===== src/rtl/rng_regfront_pkg.sv =====
package rng_regfront_pkg;
  localparam int DATA_W      = 32;
  localparam int N_ALARM     = 7;
  localparam int STAT_W      = N_ALARM + 1;
  localparam int OFS_STAT    = 'h10;
  localparam int OFS_CTRL    = 'h14;
  localparam int OFS_CFG     = 'h18;
  localparam int CTRL_EN_BIT = 10;
  localparam int MAX_LSB     = 16;
endpackage


===== src/rtl/rng_fill_ctrl.sv =====
module rng_fill_ctrl
  import rng_regfront_pkg::*;
#(
  parameter int N_WORDS = 4,
  parameter int CNT_W   = 16,
  parameter int MIN_W   = 8,
  localparam int IDX_W  = (N_WORDS > 1) ? $clog2(N_WORDS) : 1
) (
  input  logic              clk,
  input  logic              rst,
  input  logic              enable,
  input  logic              ready_q,
  input  logic [MIN_W-1:0]  min_cyc,
  input  logic [CNT_W-1:0]  max_cyc,
  input  logic              ent_valid,
  input  logic [DATA_W-1:0] ent_data,
  output logic              ent_ready,
  output logic              fill_done,
  input  logic [IDX_W-1:0]  rd_idx,
  output logic [DATA_W-1:0] rd_word
);
  logic              fill_q;
  logic [CNT_W-1:0]  cnt_q;
  logic [IDX_W-1:0]  idx_q;
  logic [DATA_W-1:0] word_q [N_WORDS];
  logic              accept, last_word, timeout;

  assign ent_ready = enable && fill_q && (cnt_q >= CNT_W'(min_cyc));
  assign accept    = ent_ready && ent_valid;
  assign last_word = accept && (idx_q == IDX_W'(N_WORDS - 1));
  assign timeout   = (max_cyc != '0) && ({1'b0, cnt_q} + 1'b1 >= {1'b0, max_cyc});
  assign fill_done = enable && fill_q && (last_word || timeout);
  assign rd_word   = word_q[rd_idx];

  always_ff @(posedge clk) begin
    if (rst) begin
      fill_q <= 1'b0;
      cnt_q  <= '0;
      idx_q  <= '0;
    end else if (!enable) begin
      fill_q <= 1'b0;
    end else if (!fill_q) begin
      if (!ready_q) begin
        fill_q <= 1'b1;
        cnt_q  <= '0;
        idx_q  <= '0;
      end
    end else begin
      if (fill_done) fill_q <= 1'b0;
      if (cnt_q != '1) cnt_q <= cnt_q + 1'b1;
      if (accept) idx_q <= idx_q + 1'b1;
    end
  end

  for (genvar w = 0; w < N_WORDS; w++) begin : g_word
    always_ff @(posedge clk) begin
      if (rst) word_q[w] <= '0;
      else if (accept && idx_q == IDX_W'(w)) word_q[w] <= ent_data;
    end
  end

  assert_max_bound_R10: assert property (@(posedge clk) disable iff (rst)
    (fill_q && max_cyc != '0 && enable) |-> (cnt_q < max_cyc));
  assert_idle_when_off_R11: assert property (@(posedge clk) disable iff (rst)
    !enable |-> (!ent_ready && !fill_done));
endmodule


===== src/rtl/rng_status.sv =====
module rng_status
  import rng_regfront_pkg::*;
(
  input  logic              clk,
  input  logic              rst,
  input  logic [STAT_W-1:0] set_vec,
  input  logic [STAT_W-1:0] clr_vec,
  input  logic [N_ALARM-1:0] irq_en,
  output logic [STAT_W-1:0] stat_q,
  output logic              irq
);
  always_ff @(posedge clk) begin
    if (rst) begin
      stat_q <= '0;
      irq    <= 1'b0;
    end else begin
      stat_q <= (stat_q & ~clr_vec) | set_vec;
      irq    <= |(stat_q[STAT_W-1:1] & irq_en);
    end
  end

  assert_w1c_clear_R4: assert property (@(posedge clk) disable iff (rst)
    |(clr_vec & ~set_vec) |=> ((stat_q & $past(clr_vec & ~set_vec)) == '0));
  assert_pulse_wins_R4: assert property (@(posedge clk) disable iff (rst)
    |set_vec |=> ((stat_q & $past(set_vec)) == $past(set_vec)));
  assert_irq_source_R7: assert property (@(posedge clk) disable iff (rst)
    irq |-> |$past(stat_q[STAT_W-1:1]));
endmodule


===== src/rtl/rng_regfront.sv =====
module rng_regfront
  import rng_regfront_pkg::*;
#(
  parameter int ADDR_W  = 8,
  parameter int N_WORDS = 4,
  parameter int CNT_W   = 16,
  parameter int MIN_W   = 8
) (
  input  logic              clk,
  input  logic              rst,
  input  logic              bus_wr,
  input  logic              bus_rd,
  input  logic [ADDR_W-1:0] bus_addr,
  input  logic [31:0]       bus_wdata,
  output logic [31:0]       bus_rdata,
  input  logic              ent_valid,
  input  logic [31:0]       ent_data,
  output logic              ent_ready,
  input  logic [6:0]        alarm_pulse,
  output logic              irq
);
  localparam int IDX_W = (N_WORDS > 1) ? $clog2(N_WORDS) : 1;

  logic               en_q;
  logic [N_ALARM-1:0] ie_q;
  logic [CNT_W-1:0]   max_q;
  logic [MIN_W-1:0]   min_q;
  logic [STAT_W-1:0]  stat_q, clr_vec, set_vec;
  logic               fill_done;
  logic [DATA_W-1:0]  rd_word, rd_mux;
  logic               hit_word, hit_stat, hit_ctrl, hit_cfg;

  assign hit_word = (bus_addr[1:0] == 2'b00) && (32'(bus_addr >> 2) < N_WORDS);
  assign hit_stat = (32'(bus_addr) == OFS_STAT);
  assign hit_ctrl = (32'(bus_addr) == OFS_CTRL);
  assign hit_cfg  = (32'(bus_addr) == OFS_CFG);

  assign clr_vec = (bus_wr && hit_stat) ? bus_wdata[STAT_W-1:0] : '0;
  assign set_vec = {alarm_pulse, fill_done};

  always_ff @(posedge clk) begin
    if (rst) begin
      en_q  <= 1'b0;
      ie_q  <= '0;
      max_q <= '0;
      min_q <= '0;
    end else if (bus_wr) begin
      if (hit_ctrl) begin
        en_q <= bus_wdata[CTRL_EN_BIT];
        ie_q <= bus_wdata[STAT_W-1:1];
      end
      if (hit_cfg) begin
        max_q <= bus_wdata[MAX_LSB +: CNT_W];
        min_q <= bus_wdata[MIN_W-1:0];
      end
    end
  end

  rng_status u_status (
    .clk     (clk),
    .rst     (rst),
    .set_vec (set_vec),
    .clr_vec (clr_vec),
    .irq_en  (ie_q),
    .stat_q  (stat_q),
    .irq     (irq)
  );

  rng_fill_ctrl #(
    .N_WORDS (N_WORDS),
    .CNT_W   (CNT_W),
    .MIN_W   (MIN_W)
  ) u_fill (
    .clk       (clk),
    .rst       (rst),
    .enable    (en_q),
    .ready_q   (stat_q[0]),
    .min_cyc   (min_q),
    .max_cyc   (max_q),
    .ent_valid (ent_valid),
    .ent_data  (ent_data),
    .ent_ready (ent_ready),
    .fill_done (fill_done),
    .rd_idx    (bus_addr[IDX_W+1:2]),
    .rd_word   (rd_word)
  );

  always_comb begin
    rd_mux = '0;
    if (hit_word)      rd_mux = rd_word;
    else if (hit_stat) rd_mux = DATA_W'(stat_q);
    else if (hit_ctrl) rd_mux = DATA_W'({en_q, 2'b00, ie_q, 1'b0});
    else if (hit_cfg)  rd_mux = (DATA_W'(max_q) << MAX_LSB) | DATA_W'(min_q);
  end

  always_ff @(posedge clk) begin
    if (rst) bus_rdata <= '0;
    else if (bus_rd) bus_rdata <= rd_mux;
  end

  assert_ready_from_fill_R9: assert property (@(posedge clk) disable iff (rst)
    (!stat_q[0] && !$past(rst)) ##1 stat_q[0] |-> $past(fill_done));
  assert_rdata_held_R1: assert property (@(posedge clk) disable iff (rst)
    !$past(bus_rd) |-> $stable(bus_rdata));
endmodule


===== config.mk =====
export PLATFORM = sky130hd
export DESIGN_NAME = rng_regfront
export DESIGN_NICKNAME = d
export VERILOG_FILES = /design/src/rtl/rng_regfront_pkg.sv /design/src/rtl/rng_fill_ctrl.sv /design/src/rtl/rng_status.sv /design/src/rtl/rng_regfront.sv
export SDC_FILE = /design/constraint.sdc
export NUM_CORES = 1
export LEC_CHECK = 0
export BUFFER_PORTS_ARGS = -buffer_cell sky130_fd_sc_hd__clkbuf_2
export CAP_MARGIN = 20
export CORE_MARGIN = 10
export CORE_UTILIZATION = 55
export CTS_BUF_LIST = sky130_fd_sc_hd__clkbuf_8
export CTS_CLUSTER_SIZE = 40
export DETAILED_ROUTE_END_ITERATION = 8
export PLACE_DENSITY = 0.76
export SLEW_MARGIN = 30
export SYNTH_ARGS = -nofsm -noshare
export SYNTH_HDL_FRONTEND = slang
export SYNTH_SLANG_ARGS = --single-unit

===== constraint.sdc =====
create_clock -name clk -period 3.2 [get_ports clk]
set_clock_uncertainty 0.1 [all_clocks]
set_input_delay 0.32 -clock clk [delete_from_list [all_inputs] [get_ports clk]]
set_output_delay 0.32 -clock clk [all_outputs]
set_load 0.02 [all_outputs]

* Word level (Yosys, flattened, before mapping) *
Memory sizes are Yosys's and may differ from the RTL's.
Index checks and enable logic that the tools add are counted.

cells by class
  add/sub/neg operators = 3
  magnitude comparators = 3
  eq/ne operators = 10
  muxes and demuxes = 32
  bitwise operators = 10
  reduce and logical (&&, ||, !) cells = 21

operator list
  kind                                                                   number
  32-bit two-way mux                                                     8
  16-bit two-way mux                                                     3
  32-bit by 8-bit bitwise OR with 32-bit output                          1
  8-bit by 5-bit equality test with 1-bit output, second input constant  3
  16-bit by 1-bit adder with 17-bit output, second input constant        1
  17-bit by 16-bit >= comparator with 1-bit output                       1
  1-bit two-way mux                                                      17
  16-bit by 1-bit adder with 16-bit output, second input constant        1
  16-bit by 8-bit >= comparator with 1-bit output                        1
  16-bit inequality test, second input constant                          1
  16-bit nonzero test                                                    1
  1-bit logical AND                                                      11
  8-bit bitwise AND                                                      1
  8-bit two-way mux                                                      1
  8-bit inverter                                                         1
  8-bit bitwise OR                                                       1
  7-bit bitwise AND                                                      1
  7-bit OR reduction                                                     1
  6-bit by 3-bit < comparator with 1-bit output, second input constant   1
  2-bit two-way mux                                                      3
  3-bit AND reduction                                                    2
  2-bit equality test, second input constant                             2
  2-bit zero test                                                        2
  2-bit inequality test, second input constant                           2
  8 further kinds                                                        12

word-level totals
  flip-flop bits (word level) = 92
  memory bits (writable) = 128
  input bits = 84
  output and inout bits = 34
  memories = 1

memories
  memory         words  bits a word  rd ports  clocked after memory_dff  wr ports  line                 RTL
  u_fill.word_q  4      32           1         0                         4         rng_fill_ctrl.sv:25  logic [DATA_W-1:0] word_q [N_WORDS];

* Depth between registers and ports, before layout *
  word-level depth = 8
  mapped depth = 12

* Hierarchy *
From an unflattened synthesis, not the netlist that was laid out.

unflattened totals
  cells, all modules = 924
  area, all modules = 10,587.7 um2

modules (own cells, without submodules)
  module         times used  cells an instance  area each (um2)  sequential area each (um2)
  rng_fill_ctrl  1           551                7,404.6          4,224.1
  rng_regfront   1           335                2,847.7          1,281.2
  rng_status     1           38                 335.3            180.2

* Least setup slack after synthesis *
No wires, ideal clock.

  kind = register to register
  from = register u_fill.cnt_q[2]
  to = register u_fill.fill_q
  data arrival time = 2.648 ns
  path slack = 0.327 ns
  cell stages (with the launch flop) = 13
  path buffers = 0
  clock period less this slack = 2.873 ns
  path through = dfxtp_1 -> and4_1 -> nand3_1 -> nor2_1 -> nand4_1 -> xnor2_1 -> ha_1 -> nand4_1 -> or4_1 -> o211a_1 -> o311ai_0 -> a21oi_1 -> o2bb2ai_1

between the ends
  cells in the longest elaborated chain, start to end = 8
  elaborated cells on any way between the ends = 11
  those cells by class = add/sub (1); order compare (2); mux (2); reduce/logical (6)

ends and longest elaborated chain
  what                                                                              line                 RTL
  from (decl)                                                                       rng_fill_ctrl.sv:23  logic [CNT_W-1:0] cnt_q;
  from (signal assigned)                                                            rng_fill_ctrl.sv:50  if (cnt_q != '1) cnt_q <= cnt_q + 1'b1;
  branches (longest 4 deep; another with 16-bit by 1-bit adder with 17-bit output)  n/a
  1-bit logical OR (*)                                                              rng_fill_ctrl.sv:32  assign fill_done = enable && fill_q && (last_word || timeout);
  1-bit logical AND (*)                                                             rng_fill_ctrl.sv:32
  1-bit two-way mux (*)                                                             rng_fill_ctrl.sv:49  if (fill_done) fill_q <= 1'b0;
  1-bit two-way mux (*)                                                             rng_fill_ctrl.sv:42  end else if (!fill_q) begin
  to (signal assigned)                                                              rng_fill_ctrl.sv:41  fill_q <= 1'b0;
  to (signal assigned)                                                              rng_fill_ctrl.sv:44  fill_q <= 1'b1;
  to (signal assigned)                                                              rng_fill_ctrl.sv:49
  to (decl)                                                                         rng_fill_ctrl.sv:22  logic fill_q;

Every way passes the cells marked *.
A chain may end at the register's enable or synchronous reset.

* Worst setup path after layout *
  from = register u_fill.cnt_q[4]
  to = register u_fill.fill_q

The elaborated chain is that of the path after synthesis.

==> run summary <==
The path with the worst hold slack has its endpoint at u_fill.word_q[1][23]$_SDFFCE_PN0P_. In this run the count of I/O pins placed on the die edge is 118. Summing the areas of all compound-gate instances in the mapped netlist gives 10.1% of the synthesized area. The number of global-route vias before repair came out at 7809. The logs give 25700 µm for the total routed wirelength and 1175 for the final-stage net count.

Counting flops with an async set or reset pin after synthesis yields a share of 0%. The number of buffers added for setup after CTS came out at 0. The synthesized design contains 220 register bits. In this run the critical register-to-register path is captured at u_fill.fill_q$_SDFF_PP0_. For the pin with the worst max-slew slack, the measured transition is 0.911 ns. The floorplan step set the die height to 157 µm.

Cells fill 68.6% of the core in the end. The global-route wire length before repair was 41300 µm; the worst voltage drop across the vdd grid was 381 µV. The post-route minimum period came out at 3.05 ns. The kind of critical path was reg2reg. STA classifies the critical path endpoint as a flip-flop. Maximum clock insertion buffer count: 3. The row count is 49. The worst setup path is launched from a flip-flop. The class of the worst hold path is in2reg. The setup-violating endpoint count in the final report is 0, and the proportion of layout cells with a drive suffix above 1 is 23.1%.

For the post-synthesis net count, the log shows 1007. The tools report the CTS H-tree depth as 2. The run gives 612 as the number of DRC violations after detailed-routing iteration 0. The total of warnings raised by yosys was 0; the hold-critical path depth was 2. The design draws 6.24 mW. The run gives 21.1% as the global-route usage over all layers.

Hold path startpoint: ent_data[23]. Counting every sink on the clock net gives 220. The power per cell area is 500 nW/µm², and the detailed-router iteration count before antenna repair is 5.

The cell area after synthesis was 10300 µm²; the proportion of synthesized chip area in sequential cells was 55.2%. Measured against its own limit, the worst slew margin works out to 39.0%. Final clock period utilization by the worst path: 95.2%.

The distinct cell type count of the synthesized netlist was 59; the number of antenna violations at the first check in global routing was 2. Combinational logic burns 6.3% of the power. Of the total power, registers draw 49.5%.

The area inside the core boundary came out at 18200 µm². The internal portion of the total power is 4.85 mW. Compared with the post-synthesis result, the final layout area differs by 21.3%.

The setup slack of the most critical reg-to-reg path is 0.15 ns, and the per-cell via count in the routed design is 5.77. Leaving out fill and tap cells, the most frequent cells in the layout are sky130_fd_sc_hd__edfxtp_1 (128), sky130_fd_sc_hd__clkbuf_2 (109), sky130_fd_sc_hd__and2_1 (98). After Yosys synthesis, and, or, nand and nor cells account for 17.5% of the synthesized area.

Max-cap violations in this run came to 0. In this run the mean area of a mapped cell was 11.5 µm². For this design the static power due to leakage is 4.98 nW. Leaving out fill and tap cells, the most frequent cell in the layout is sky130_fd_sc_hd__edfxtp_1. For this design the total switching power over the nets is 1.39 mW.

Summing the areas of all xor and xnor instances in the mapped netlist gives 1.19% of the synthesized area. For the max-slew violation total from the final report, the log shows 0. TritonCTS built the clock tree. Among all flip-flop cells after synthesis, the most frequent one is sky130_fd_sc_hd__edfxtp_1. The number of flops mapped to enable cells by yosys was 128.

For the final estimated routing congestion in global placement, the log shows 0.916. The main combinational cell family by area after synthesis was simple AND/OR/NAND/NOR gates. The count of buffers added on input and output ports is 110.

Entering global routing, the biggest net connects 77 pins. The synthesized netlist devotes 3.52% of its cell area to adder and majority cells. The launch point of the worst reg-to-reg path was u_fill.cnt_q[4]$_SDFFE_PP0P_. Switching part of the total power: 22.2%. The tools report the CTS root buffer as sky130_fd_sc_hd__clkbuf_8. Counting the buffers created by CTS gives 38. STA puts the critical path data required time at 3.50 ns.

For the total count of hold-check failures in the final report, the log shows 0. Measured along the x axis, the die boundary spans 157 µm. The run finished with clean final reports.

Global routing finished with a remaining overflow of 0. The area of the die was 24600 µm²; the clock latency reported for the late side of the worst-skew pair was 0.53 ns. The number of vias after detailed routing is 7622, and the number of instances in the synthesized netlist is 894. The least setup slack across all paths after layout is 0.154 ns.

The tools report the critical path data arrival time as 3.35 ns. Detailed placement ended at an HPWL of 16500 µm. For the worst flop-to-flop path, the logic depth is 12. In the synthesized netlist, mux cells make up 8.76% of the area.

The detail route stage leaves a number of antenna-violating nets equal to 0. Largest fanout on the critical path: 5. In the routed design, unresolved DRC markers number 0. In the final timing run, aggregate negative setup slack is 0 ns. The wire length per cell is 19.5 µm, and the highest clock rate is 328 MHz. After clock tree synthesis, the clock-pin slew on the worst setup and hold paths is 0.06 ns. The post-placement setup slack was 0.106 ns. In this run, the clock network consumes 44.1% of the power. The effective utilization at floorplan came out at 56.6%.
==> metal layers <==
layer,GRT usage (%),share of wire [%]
met4,7.51,2.5
met2,35.3,49
met1,26.0,41
met3,5.18,7.3
met5,0,0.035
==> repair_timing <==
item	CTS	global route
gates resized for setup	0	8
setup endpoints to repair	0	2
endpoints found under the hold margin	81	0
hold buffers	53	0
==> worst max-delay path, stage by stage, from the launching register on <==
cell,delay (ns)
sky130_fd_sc_hd__dfxtp_2,0.37
sky130_fd_sc_hd__and4_2,0.29
sky130_fd_sc_hd__nand3_1,0.11
sky130_fd_sc_hd__nor2_2,0.18
sky130_fd_sc_hd__nand4_1,0.17
sky130_fd_sc_hd__xnor2_1,0.19
sky130_fd_sc_hd__ha_1,0.34
sky130_fd_sc_hd__nand4_1,0.11
sky130_fd_sc_hd__or4_1,0.53
sky130_fd_sc_hd__o211a_1,0.12
sky130_fd_sc_hd__o311ai_0,0.08
sky130_fd_sc_hd__a21oi_1,0.17
sky130_fd_sc_hd__o2bb2ai_1,0.18
==> area by class of cell <==
class	count	area [µm²]
timing repair buffer	189	1330
clock buffer	45	619
antenna	1	2.50
inverter	28	105
fill	1315	5710
multi-input combinational	585	4260
clock inverter	24	211
sequential	220	5690
tap	229	287
==> worst max path at each step <==
stage,from,to,cells past startpoint
floorplan,u_fill.cnt_q[2]$_SDFFE_PP0P_,u_fill.fill_q$_SDFF_PP0_,12
global placement,u_fill.cnt_q[1]$_SDFFE_PP0P_,u_fill.fill_q$_SDFF_PP0_,11
detailed placement,u_fill.cnt_q[1]$_SDFFE_PP0P_,u_fill.fill_q$_SDFF_PP0_,11
CTS,u_fill.cnt_q[4]$_SDFFE_PP0P_,u_fill.fill_q$_SDFF_PP0_,12
global route,u_fill.cnt_q[4]$_SDFFE_PP0P_,u_fill.fill_q$_SDFF_PP0_,12
finish,u_fill.cnt_q[4]$_SDFFE_PP0P_,u_fill.fill_q$_SDFF_PP0_,12
==> logic make-up after synthesis <==
family                     Yosys count
and+or+nand+nor                    338
buffers and inverters               89
adders and majority gates           29
DFF                                220
AOI/OAI and AO/OA                  154
muxes                               50
xor gates and xnor gates            14
==> synthesized netlist by cell type, types with 11 or more instances <==
cell type	instances	share of area, %
sky130_fd_sc_hd__nand3_1	23	1.1
sky130_fd_sc_hd__mux4_2	32	7.0
sky130_fd_sc_hd__a22oi_1	25	1.8
sky130_fd_sc_hd__nor2_1	57	2.1
sky130_fd_sc_hd__ha_1	29	3.5
sky130_fd_sc_hd__a21oi_1	52	2.5
sky130_fd_sc_hd__edfxtp_1	128	37
sky130_fd_sc_hd__xnor2_1	11	0.94
sky130_fd_sc_hd__and2_1	98	6.0
sky130_fd_sc_hd__and3_1	34	2.1
sky130_fd_sc_hd__inv_1	28	1.0
sky130_fd_sc_hd__dfxtp_1	92	18
sky130_fd_sc_hd__o21ai_0	15	0.73
sky130_fd_sc_hd__mux2i_1	17	1.7
sky130_fd_sc_hd__nand2_1	84	3.1
sky130_fd_sc_hd__buf_2	18	0.87
sky130_fd_sc_hd__clkbuf_1	35	1.3
sky130_fd_sc_hd__a211oi_1	29	2.1
==> through the flow <==
step / std cells / instance area (µm²) / hold WS (ns)
floorplan: 894 / 10300 / 0.337
global placement: 1198 / 11100 / 0.358
detailed placement: 1198 / 11100 / 0.362
CTS: 1320 / 12500 / 0.000112
global route: 1320 / 12500 / 0.0225
finish: 1321 / 12500 / 0.0234
==> sequential cells by signal (all words and copies together), names as in the netlist <==
name / flops
u_fill.cnt_q: 16
u_status.stat_q: 8
u_fill.fill_q: 1
en_q: 1
u_fill.word_q: 128
u_fill.idx_q: 2
u_status.irq: 1
max_q: 16
ie_q: 7
bus_rdata: 32
min_q: 8
==> power groups by stage <==
| stage | logic, mW | clock network, mW | registers, mW |
|---|---|---|---|
| 2_1_floorplan | 0.174 | 0 | 3.16 |
| 3_3_place_gp | 0.339 | 0 | 3.15 |
| 3_5_place_dp | 0.343 | 0 | 3.15 |
| 4_1_cts | 0.396 | 2.80 | 3.09 |
| 5_1_grt | 0.429 | 2.92 | 3.10 |
| 6_report | 0.396 | 2.75 | 3.09 |
No activity file was read; power rests on OpenSTA's default activity.
